===== src/rtl/obl_pkg.sv =====
package obl_pkg;
  typedef enum logic [2:0] {
    ST_I  = 3'd0,
    ST_M  = 3'd1,
    ST_B  = 3'd2,
    ST_MB = 3'd3,
    ST_BR = 3'd4,
    ST_IR = 3'd5
  } line_st_e;

  typedef struct packed {
    logic owner_data;
    logic own_ack;
    logic bdel_ack;
    logic recreate;
    logic serial_ack;
    logic serial_data;
    logic binv_ack;
    logic restart;
  } tx_s;
endpackage


===== src/rtl/obl_timer.sv =====
module obl_timer #(
  parameter int LOST_DATA_CYC = 6667,
  parameter int REPL_WAIT_CYC = 10000
) (
  input  logic clk,
  input  logic rst_n,
  input  logic load,
  input  logic sel_repl,
  input  logic stop,
  output logic armed,
  output logic expire
);
  localparam int MAXL = (LOST_DATA_CYC > REPL_WAIT_CYC) ? LOST_DATA_CYC : REPL_WAIT_CYC;
  localparam int CW   = $clog2(MAXL + 1);
  localparam logic [CW-1:0] LD_INIT = CW'(LOST_DATA_CYC - 1);
  localparam logic [CW-1:0] RP_INIT = CW'(REPL_WAIT_CYC - 1);

  logic [CW-1:0] cnt_q, cnt_d;
  logic          armed_q, armed_d;
  logic          cnt_en;

  always_comb begin
    cnt_d   = cnt_q;
    armed_d = armed_q;
    if (load) begin
      cnt_d   = sel_repl ? RP_INIT : LD_INIT;
      armed_d = 1'b1;
    end else if (stop) begin
      armed_d = 1'b0;
    end else if (armed_q && (cnt_q != '0)) begin
      cnt_d = cnt_q - 1'b1;
    end
  end

  assign cnt_en = load | stop | armed_q;

  always_ff @(posedge clk or negedge rst_n) begin
    if (!rst_n) begin
      cnt_q   <= '0;
      armed_q <= 1'b0;
    end else if (cnt_en) begin
      cnt_q   <= cnt_d;
      armed_q <= armed_d;
    end
  end

  assign armed  = armed_q;
  assign expire = armed_q && (cnt_q == '0);


  cnt_range_chk: assert property (@(posedge clk) disable iff (!rst_n)
    armed_q |-> (cnt_q <= CW'(MAXL - 1)));


  hold_zero_chk: assert property (@(posedge clk) disable iff (!rst_n)
    (expire && !load && !stop) |=> expire);
endmodule


===== src/rtl/obl_next.sv =====
module obl_next
  import obl_pkg::*;
(
  input  line_st_e st,
  input  logic     ev_owner_req,
  input  logic     ev_owner_in,
  input  logic     ev_own_ack,
  input  logic     ev_bdel_ack,
  input  logic     ev_replace,
  input  logic     ev_set_serial,
  input  logic     ev_backup_inv,
  input  logic     ev_done,
  input  logic     done_with_data,
  input  logic     tmr_armed,
  input  logic     tmr_expire,
  output line_st_e nxt,
  output tx_s      tx,
  output logic     tmr_load,
  output logic     tmr_sel_repl,
  output logic     tmr_stop
);
  logic exp_taken;
  logic has_valid, has_backup, no_copy;

  assign has_valid  = (st == ST_M)  || (st == ST_MB);
  assign has_backup = (st == ST_B)  || (st == ST_BR);
  assign no_copy    = (st == ST_I)  || (st == ST_IR);

  always_comb begin
    nxt          = st;
    tx           = '0;
    tmr_load     = 1'b0;
    tmr_sel_repl = 1'b0;
    exp_taken    = 1'b0;
    if (ev_set_serial) begin
      tx.serial_ack = 1'b1;
      if (has_valid) begin
        nxt            = ST_I;
        tx.serial_data = 1'b1;
      end
    end else if (ev_backup_inv) begin
      tx.binv_ack = 1'b1;
      if (has_backup) nxt = ST_IR;
    end else if (ev_done) begin
      if (done_with_data || has_backup) begin
        nxt = ST_M;
      end else if (no_copy) begin
        nxt        = ST_I;
        tx.restart = 1'b1;
      end
    end else begin
      unique case (st)
        ST_M: if (ev_owner_req) begin
          nxt           = ST_B;
          tx.owner_data = 1'b1;
          tmr_load      = 1'b1;
        end
        ST_I, ST_IR: if (ev_owner_in) begin
          nxt        = ST_MB;
          tx.own_ack = 1'b1;
        end
        ST_B: begin
          if (ev_own_ack) begin
            nxt         = ST_I;
            tx.bdel_ack = 1'b1;
          end else if (tmr_expire) begin
            nxt         = ST_BR;
            tx.recreate = 1'b1;
          end
        end
        ST_MB: begin
          if (ev_bdel_ack) begin
            nxt = ST_M;
          end else if (tmr_expire) begin
            tx.recreate = 1'b1;
            exp_taken   = 1'b1;
          end else if (ev_replace && !tmr_armed) begin
            tmr_load     = 1'b1;
            tmr_sel_repl = 1'b1;
          end
        end
        default: ;
      endcase
    end
    tmr_stop = !tmr_load && ((nxt != st) || exp_taken);
  end
endmodule


===== src/rtl/owner_backup_line.sv =====
module owner_backup_line
  import obl_pkg::*;
#(
  parameter int LOST_DATA_CYC = 6667,
  parameter int REPL_WAIT_CYC = 10000,
  parameter int RST_SYNC_LEN  = 2
) (
  input  logic       clk,
  input  logic       rst_n,
  input  logic       ev_owner_req,
  input  logic       ev_owner_in,
  input  logic       ev_own_ack,
  input  logic       ev_bdel_ack,
  input  logic       ev_replace,
  input  logic       ev_set_serial,
  input  logic       ev_backup_inv,
  input  logic       ev_done,
  input  logic       done_with_data,
  output logic [2:0] line_state,
  output logic       line_readable,
  output logic       tx_owner_data,
  output logic       tx_own_ack,
  output logic       tx_bdel_ack,
  output logic       tx_recreate_req,
  output logic       tx_serial_ack,
  output logic       tx_serial_ack_data,
  output logic       tx_binv_ack,
  output logic       miss_restart
);
  logic [RST_SYNC_LEN-1:0] rst_pipe;
  logic                    rst_ns;

  always_ff @(posedge clk or negedge rst_n) begin
    if (!rst_n) rst_pipe <= '0;
    else        rst_pipe <= {rst_pipe[RST_SYNC_LEN-2:0], 1'b1};
  end
  assign rst_ns = rst_pipe[RST_SYNC_LEN-1];

  line_st_e st_q, st_d;
  tx_s      tx_q, tx_d;
  logic     t_load, t_sel, t_stop, t_armed, t_expire;
  logic     st_en, tx_en;

  obl_timer #(
    .LOST_DATA_CYC(LOST_DATA_CYC),
    .REPL_WAIT_CYC(REPL_WAIT_CYC)
  ) u_timer (
    .clk      (clk),
    .rst_n    (rst_ns),
    .load     (t_load),
    .sel_repl (t_sel),
    .stop     (t_stop),
    .armed    (t_armed),
    .expire   (t_expire)
  );

  obl_next u_next (
    .st             (st_q),
    .ev_owner_req   (ev_owner_req),
    .ev_owner_in    (ev_owner_in),
    .ev_own_ack     (ev_own_ack),
    .ev_bdel_ack    (ev_bdel_ack),
    .ev_replace     (ev_replace),
    .ev_set_serial  (ev_set_serial),
    .ev_backup_inv  (ev_backup_inv),
    .ev_done        (ev_done),
    .done_with_data (done_with_data),
    .tmr_armed      (t_armed),
    .tmr_expire     (t_expire),
    .nxt            (st_d),
    .tx             (tx_d),
    .tmr_load       (t_load),
    .tmr_sel_repl   (t_sel),
    .tmr_stop       (t_stop)
  );

  assign st_en = (st_d != st_q);
  assign tx_en = (tx_d != tx_q);

  always_ff @(posedge clk or negedge rst_ns) begin
    if (!rst_ns)    st_q <= ST_I;
    else if (st_en) st_q <= st_d;
  end

  always_ff @(posedge clk or negedge rst_ns) begin
    if (!rst_ns)    tx_q <= '0;
    else if (tx_en) tx_q <= tx_d;
  end

  assign line_state         = st_q;
  assign line_readable      = (st_q == ST_M) || (st_q == ST_MB);
  assign tx_owner_data      = tx_q.owner_data;
  assign tx_own_ack         = tx_q.own_ack;
  assign tx_bdel_ack        = tx_q.bdel_ack;
  assign tx_recreate_req    = tx_q.recreate;
  assign tx_serial_ack      = tx_q.serial_ack;
  assign tx_serial_ack_data = tx_q.serial_data;
  assign tx_binv_ack        = tx_q.binv_ack;
  assign miss_restart       = tx_q.restart;


  owner_out_state_chk: assert property (@(posedge clk) disable iff (!rst_ns)
    tx_owner_data |-> (st_q == ST_B) && ($past(st_q) == ST_M));


  own_ack_state_chk: assert property (@(posedge clk) disable iff (!rst_ns)
    tx_own_ack |-> (st_q == ST_MB));


  bdel_from_backup_chk: assert property (@(posedge clk) disable iff (!rst_ns)
    tx_bdel_ack |-> (st_q == ST_I) && ($past(st_q) == ST_B));


  blocked_no_forward_chk: assert property (@(posedge clk) disable iff (!rst_ns)
    (st_q == ST_MB) |=> (st_q != ST_B) && !tx_owner_data);


  serial_data_chk: assert property (@(posedge clk) disable iff (!rst_ns)
    tx_serial_ack_data |-> tx_serial_ack && (st_q == ST_I));


  one_strobe_chk: assert property (@(posedge clk) disable iff (!rst_ns)
    $onehot0({tx_owner_data, tx_own_ack, tx_bdel_ack, tx_recreate_req,
              tx_serial_ack, tx_binv_ack, miss_restart}));
endmodule


===== config.mk =====
export PLATFORM = sky130hd
export DESIGN_NAME = owner_backup_line
export DESIGN_NICKNAME = d
export VERILOG_FILES = /design/src/rtl/obl_pkg.sv /design/src/rtl/obl_timer.sv /design/src/rtl/obl_next.sv /design/src/rtl/owner_backup_line.sv
export SDC_FILE = /design/constraint.sdc
export NUM_CORES = 1
export LEC_CHECK = 0
export CAP_MARGIN = 20
export CORE_UTILIZATION = 55
export DETAILED_ROUTE_END_ITERATION = 7
export MAX_ROUTING_LAYER = met4
export PLACE_DENSITY = 0.84
export SYNTH_ARGS = -nofsm -noshare
export SYNTH_HDL_FRONTEND = slang
export SYNTH_SLANG_ARGS = --single-unit

===== constraint.sdc =====
create_clock -name clk -period 1.4 [get_ports clk]
set_clock_uncertainty 0.15 [all_clocks]
set_input_delay 0.21 -clock clk [delete_from_list [all_inputs] [get_ports clk]]
set_output_delay 0.21 -clock clk [all_outputs]
set_load 0.02 [all_outputs]

==> impl_summary.txt, run 1 <==
----------------------------------------------------
[Placement]
  DP Wirelength ... 4850 um
  IO buf count ... 22
  Dpl ws ... -1710 ps
  Weighted congestion reported at the end of routability-driven placement ... 1.10

[CTS]
  Level count of the clock H-tree ... 1
  Number of buffers created by CTS ... 3
  Quantity of gates resized following cts ... 120
  CTS Root Buffer Type ... sky130_fd_sc_hd__clkbuf_4
  Post-CTS setup-driven buffer insertion count ... 25
  Hold buffer count at cts ... 1
  Max Buffers Root-to-Sink ... 2
  # clock sinks ... 28

[Synth]
  Register bit total from synthesis ... 28
  Synthesized area ... 1790 um^2
  Sequential cell area fraction in the yosys report ... 0.392
  Commonest cells in the netlist ... 28 x sky130_fd_sc_hd__dfrtp_1, 19 x sky130_fd_sc_hd__nand2_1, 16 x sky130_fd_sc_hd__nor2_1
  Cell with the most instances after synthesis ... sky130_fd_sc_hd__dfrtp_1
  Instance count of the mapped netlist ... 204
  Dominant synthesized flop cell ... sky130_fd_sc_hd__dfrtp_1
  Post-synthesis async set-or-reset flop share ... 1.00
  Distinct cell type count after synthesis ... 54
  Mean post-synth cell area ... 8.75 um^2
  Number of enable-type register cells in the synthesized netlist ... 0
  Portion of synthesized cell area occupied by the leading cell type ... 0.392
  Number of warning messages in the yosys log ... 0
  Main area contributors after synthesis ... sky130_fd_sc_hd__dfrtp_1 39%, sky130_fd_sc_hd__nand2_1 4.0%, sky130_fd_sc_hd__nor4_1 3.5%, sky130_fd_sc_hd__nor2_1 3.4%, sky130_fd_sc_hd__nor3_1 2.5%
  Post-Syn Nets ... 217
  Most area-hungry cell type in the Yosys netlist ... sky130_fd_sc_hd__dfrtp_1

[Die]
  Number of ports placed on the die boundary ... 23
  Initial core utilization ... 0.580
  Die boundary width ... 59.0 um
  Number of placement rows ... 20
  Height of the chip ... 59.0 um

[Outcome]
  Stopping stage ... clock tree synthesis
  Tool Error ... [ERROR DPL-0038] Utilization greater than 100%, impossible to legalize
  Status ... did not finish

----------------------------------------------------
## per-stage QoR
step | instance area, um^2 | std cells | setup TNS, ps | hold slack [ps] | util
global placement | 2630 | 335 | -26950 | 93.7 | 0.854
detailed placement | 2630 | 335 | -29280 | 140 | 0.854
floorplan | 1880 | 204 | -19530 | -236 | -
## cells by family after synthesis
logic type               after synthesis  share of synthesized area
adder cells (fa/ha/maj)                2                     0.0140
multiplexers                           5                     0.0294
AO/OA/AOI/OAI                         45                      0.182
XOR/XNOR                               2                    0.00981
buffers and inverters                 21                     0.0568
flip-flops                            28                      0.392
other                                  1                    0.00210
AND/OR/NAND/NOR                      100                      0.314
==> run 2, diff against run 1 <==
--- a/config.mk
+++ b/config.mk
@@ -6,10 +6,9 @@
 export NUM_CORES = 1
 export LEC_CHECK = 0
 export CAP_MARGIN = 20
-export CORE_UTILIZATION = 55
+export CORE_UTILIZATION = 40
 export DETAILED_ROUTE_END_ITERATION = 7
-export MAX_ROUTING_LAYER = met4
-export PLACE_DENSITY = 0.84
+export PLACE_DENSITY_LB_ADDON = 0.15
 export SYNTH_ARGS = -nofsm -noshare
 export SYNTH_HDL_FRONTEND = slang
 export SYNTH_SLANG_ARGS = --single-unit
==> run 2 against run 1 <==
  * The flow now finishes, with violations (negative setup slack)
  * Synthesized area unchanged
  * Synthesized cell count did not move
==> impl_summary.txt, run 2 <==
----------------------------------------------------
[Critical path]
  Kind of cell adding the most delay to the critical path ... simple AND/OR/NAND/NOR gates
  Data arrival time of the critical path ... 2730 ps
  CP Max Fanout ... 8
  Critical path buffers and inverters ... 1
  Critical path launch point type ... register
  Category of the critical setup timing path ... register to register
  Crit Reg-Reg Startpoint ... line_state[1]$_DFFE_PN0P_
  Slowest cell on the critical path ... sky130_fd_sc_hd__or4_4
  CP cell instances ... buf_6 -> nand2b_1 -> a32oi_2 -> a211oi_4 -> and3_4 -> or4_4 -> or4b_1 -> nand2_1
  Reg2Reg Setup Slack ... -1250 ps
  Number of cells on the worst reg-to-reg path ... 8
  Worst path required time ... 1470 ps
  Type of element capturing the critical path ... register
  Reg-to-reg endpoint ... u_timer.cnt_q[6]$_DFFE_PN0P_
  Delay of the slowest cell on the worst path ... 530 ps

[Die]
  Die ar. ... 4730 um^2
  Core area ... 4140 um^2
  Number of ports placed on the die boundary ... 23 (unchanged)
  Number of placement rows ... 23 (was 20)
  Height of the chip ... 68.8 um (was 59.0 um)
  Initial core utilization ... 0.431 (was 0.580)
  Die boundary width ... 68.8 um (was 59.0 um)

[CTS]
  Max Buffers Root-to-Sink ... 2 (unchanged)
  Clock insertion delay at the later pin of the skew report ... 280 ps
  Level count of the clock H-tree ... 1 (unchanged)
  CTS Root Buffer Type ... sky130_fd_sc_hd__clkbuf_8 (was sky130_fd_sc_hd__clkbuf_4)
  # clock sinks ... 28 (unchanged)
  Number of buffers created by CTS ... 3 (unchanged)
  CTS tree ... yes
  Worst-path clk slew ... 100 ps

[Cells and area]
  Seq. cell area ... 704 um^2
  Final design area excluding fillers ... 3200 um^2
  Most common cell after layout, fill and taps aside ... sky130_fd_sc_hd__buf_4
  # diodes ... 0
  Largest register FFs ... 14
  Area of the multi-input gates ... 1310 um^2
  Layout cells sized above 1 ... 0.535
  Area delta synth->final ... 79.4%
  Final core area utilization ... 0.773
  Number of nets in the layout ... 330
  Leading cell types in the layout, fill and taps excluded ... 75 x sky130_fd_sc_hd__buf_4, 25 x sky130_fd_sc_hd__dfrtp_1, 25 x sky130_fd_sc_hd__buf_6
  Number of fill cells ... 261
  Count of non-filler cells in the finished layout ... 366
  Register with the most flip-flops ... u_timer.cnt_q

[Detailed routing]
  DRC Markers ... 0
  ANT nets after route ... 0
  Iteration-0 DRC Markers ... 148
  1st-pass router iterations ... 4
  Post-DR wirelength/cell ... 18.2 um
  Number of vias after detailed routing ... 2,180
  Drt via density ... 5.96
  Total routed wirelength ... 6650 um

[Power and ir drop]
  Power per standard cell area ... 1440 nW/um^2
  Seq pwr share ... 0.261
  Net load switching power ... 1.82 mW
  Combinational share of power ... 0.629
  Peak supply drop ... 1.17 mV
  Net switching share of the total power ... 0.393
  Internal power contribution ... 2.81 mW
  Static power due to leakage ... 1.40 nW
  Post-layout total power ... 4.63 mW
  Clock power share ... 0.110

[STA]
  Setup repair after global routing missed its margin ... true
  Total count of hold-check failures in the final report ... 0
  Minimum period implied by the final worst setup slack ... 2650 ps
  Final count of negative-setup-slack endpoints ... 27
  Worst path setup slack after routing ... -1250 ps
  Pins Over Slew Limit ... 0
  F_max ... 377 MHz
  Final worst-path cycle share ... 1.89
  Setup TNS ... -21,250 ps
  Hold Worst Slack ... 99.0 ps

[Synth]
  Most area-hungry cell type in the Yosys netlist ... sky130_fd_sc_hd__dfrtp_1 (unchanged)
  Portion of synthesized cell area occupied by the leading cell type ... 0.392 (unchanged)
  Number of enable-type register cells in the synthesized netlist ... 0 (unchanged)
  Mean post-synth cell area ... 8.75 um^2 (unchanged)
  Cell with the most instances after synthesis ... sky130_fd_sc_hd__dfrtp_1 (unchanged)
  Commonest cells in the netlist ... 28 x sky130_fd_sc_hd__dfrtp_1, 19 x sky130_fd_sc_hd__nand2_1, 16 x sky130_fd_sc_hd__nor2_1 (unchanged)
  Instance count of the mapped netlist ... 204 (unchanged)
  Register bit total from synthesis ... 28 (unchanged)
  Main area contributors after synthesis ... sky130_fd_sc_hd__dfrtp_1 39%, sky130_fd_sc_hd__nand2_1 4.0%, sky130_fd_sc_hd__nor4_1 3.5%, sky130_fd_sc_hd__nor2_1 3.4%, sky130_fd_sc_hd__nor3_1 2.5% (unchanged)
  Number of warning messages in the yosys log ... 0 (unchanged)
  Distinct cell type count after synthesis ... 54 (unchanged)
  Sequential cell area fraction in the yosys report ... 0.392 (unchanged)
  Post-synthesis async set-or-reset flop share ... 1.00 (unchanged)
  Post-Syn Nets ... 217 (unchanged)
  Synthesized area ... 1790 um^2 (unchanged)
  Dominant synthesized flop cell ... sky130_fd_sc_hd__dfrtp_1 (unchanged)

[Placement]
  IO buf count ... 22 (unchanged)
  DP Wirelength ... 4420 um (was 4850 um)
  Placed Instances ... 343 (was 335)
  Weighted congestion reported at the end of routability-driven placement ... 0.985 (was 1.10)
  Placed instance area ... 2650 um^2 (was 2630 um^2)
  Dpl ws ... -1650 ps (was -1710 ps)

[Outcome]
  Status ... complete, but fails checks (was did not finish)
  Violations in the final reports ... negative setup slack

[GRT]
  Antenna violations before repair ... 0
  Total global-route track usage ... 0.295
  Largest net degree at the start of global routing ... 27
  GRT overflow ... 0
  Via count of the first global-routing pass ... 2,142
  First-pass GRT wire length ... 10,100 um

[Worst hold path]
  Worst min-delay path category ... register to asynchronous set/reset pin

[Flow run]
  Max-cap violations ... 0

----------------------------------------------------
run 2: cell counts after synthesis:
No cell type changed its count.
run 2: cell type report:
cell class / instances / area share
Inverter: 9 / 0.0113
Clock buffer: 4 / 0.0172
Multi-Input combinational cell: 155 / 0.409
Tap cell: 50 / 0.0195
Timing Repair Buffer: 120 / 0.323
Sequential cell: 28 / 0.220
run 2: how the worst max path moves through the flow:
| stage | from | to | depth (start not counted) |
|---|---|---|---|
| 6_report | line_state[1]$_DFFE_PN0P_ | u_timer.cnt_q[6]$_DFFE_PN0P_ | 8 |
| 5_1_grt | u_timer.cnt_q[3]$_DFFE_PN0P_ | u_timer.cnt_q[13]$_DFFE_PN0P_ | 8 |
| 4_1_cts | u_timer.cnt_q[3]$_DFFE_PN0P_ | u_timer.cnt_q[10]$_DFFE_PN0P_ | 6 |
| 3_5_place_dp | ev_backup_inv | u_timer.cnt_q[7]$_DFFE_PN0P_ | 8 |
| 3_3_place_gp | ev_backup_inv | u_timer.cnt_q[11]$_DFFE_PN0P_ | 8 |
| 2_1_floorplan | line_state[1]$_DFFE_PN0P_ | u_timer.cnt_q[5]$_DFFE_PN0P_ | 9 |
run 2: per-layer routing:
metal | vias to the layer above | global-route usage | part of all wire
met2 | 89 | 0.551 | 0.53
met5 | - | 0 | 0
met3 | 22 | 0.0493 | 0.056
met4 | 0 | 0.112 | 0.030
met1 | 1076 | 0.330 | 0.39
li1 | 993 | - | -
run 2: worst register-to-register path, cell delays in order (launching register included):
cell	delay, ps
sky130_fd_sc_hd__dfrtp_2	470
sky130_fd_sc_hd__buf_6	160
sky130_fd_sc_hd__nand2b_1	170
sky130_fd_sc_hd__a32oi_2	230
sky130_fd_sc_hd__a211oi_4	120
sky130_fd_sc_hd__and3_4	210
sky130_fd_sc_hd__or4_4	530
sky130_fd_sc_hd__or4b_1	470
sky130_fd_sc_hd__nand2_1	80
run 2: power by group through the flow:
stage                     registers, mW  clock network (mW)  logic [mW]
after floorplan                    1.26                   0        1.05
after global placement             1.19                   0        2.18
after detailed placement           1.20                   0        2.24
after CTS                          1.19               0.520        2.62
after global routing               1.23               0.557        3.11
final                              1.21               0.510        2.91
run 2: repair_timing:
| action | CTS | global route |
|---|---|---|
| buffers inserted | 9 | 11 |
| resized for setup | 96 | 23 |
| endpoints found under the hold margin | 2 | 0 |
| pin swaps | 21 | 3 |
| hold buffers | 1 | 0 |
| gates cloned | 0 | 0 |
| endpoints found under the setup margin | 35 | 27 |
run 2: cells by family after synthesis:
kind of cell / count (synthesis) / synth area share
other cells: 1 / 0.00210
flops: 28 / 0.392
compound gates: 45 / 0.182
xor+xnor: 2 / 0.00981
fa+ha+maj: 2 / 0.0140
mux: 5 / 0.0294
buf+inv: 21 / 0.0568
simple gates: 100 / 0.314
Note: power is estimated with default switching activity, not from simulation.
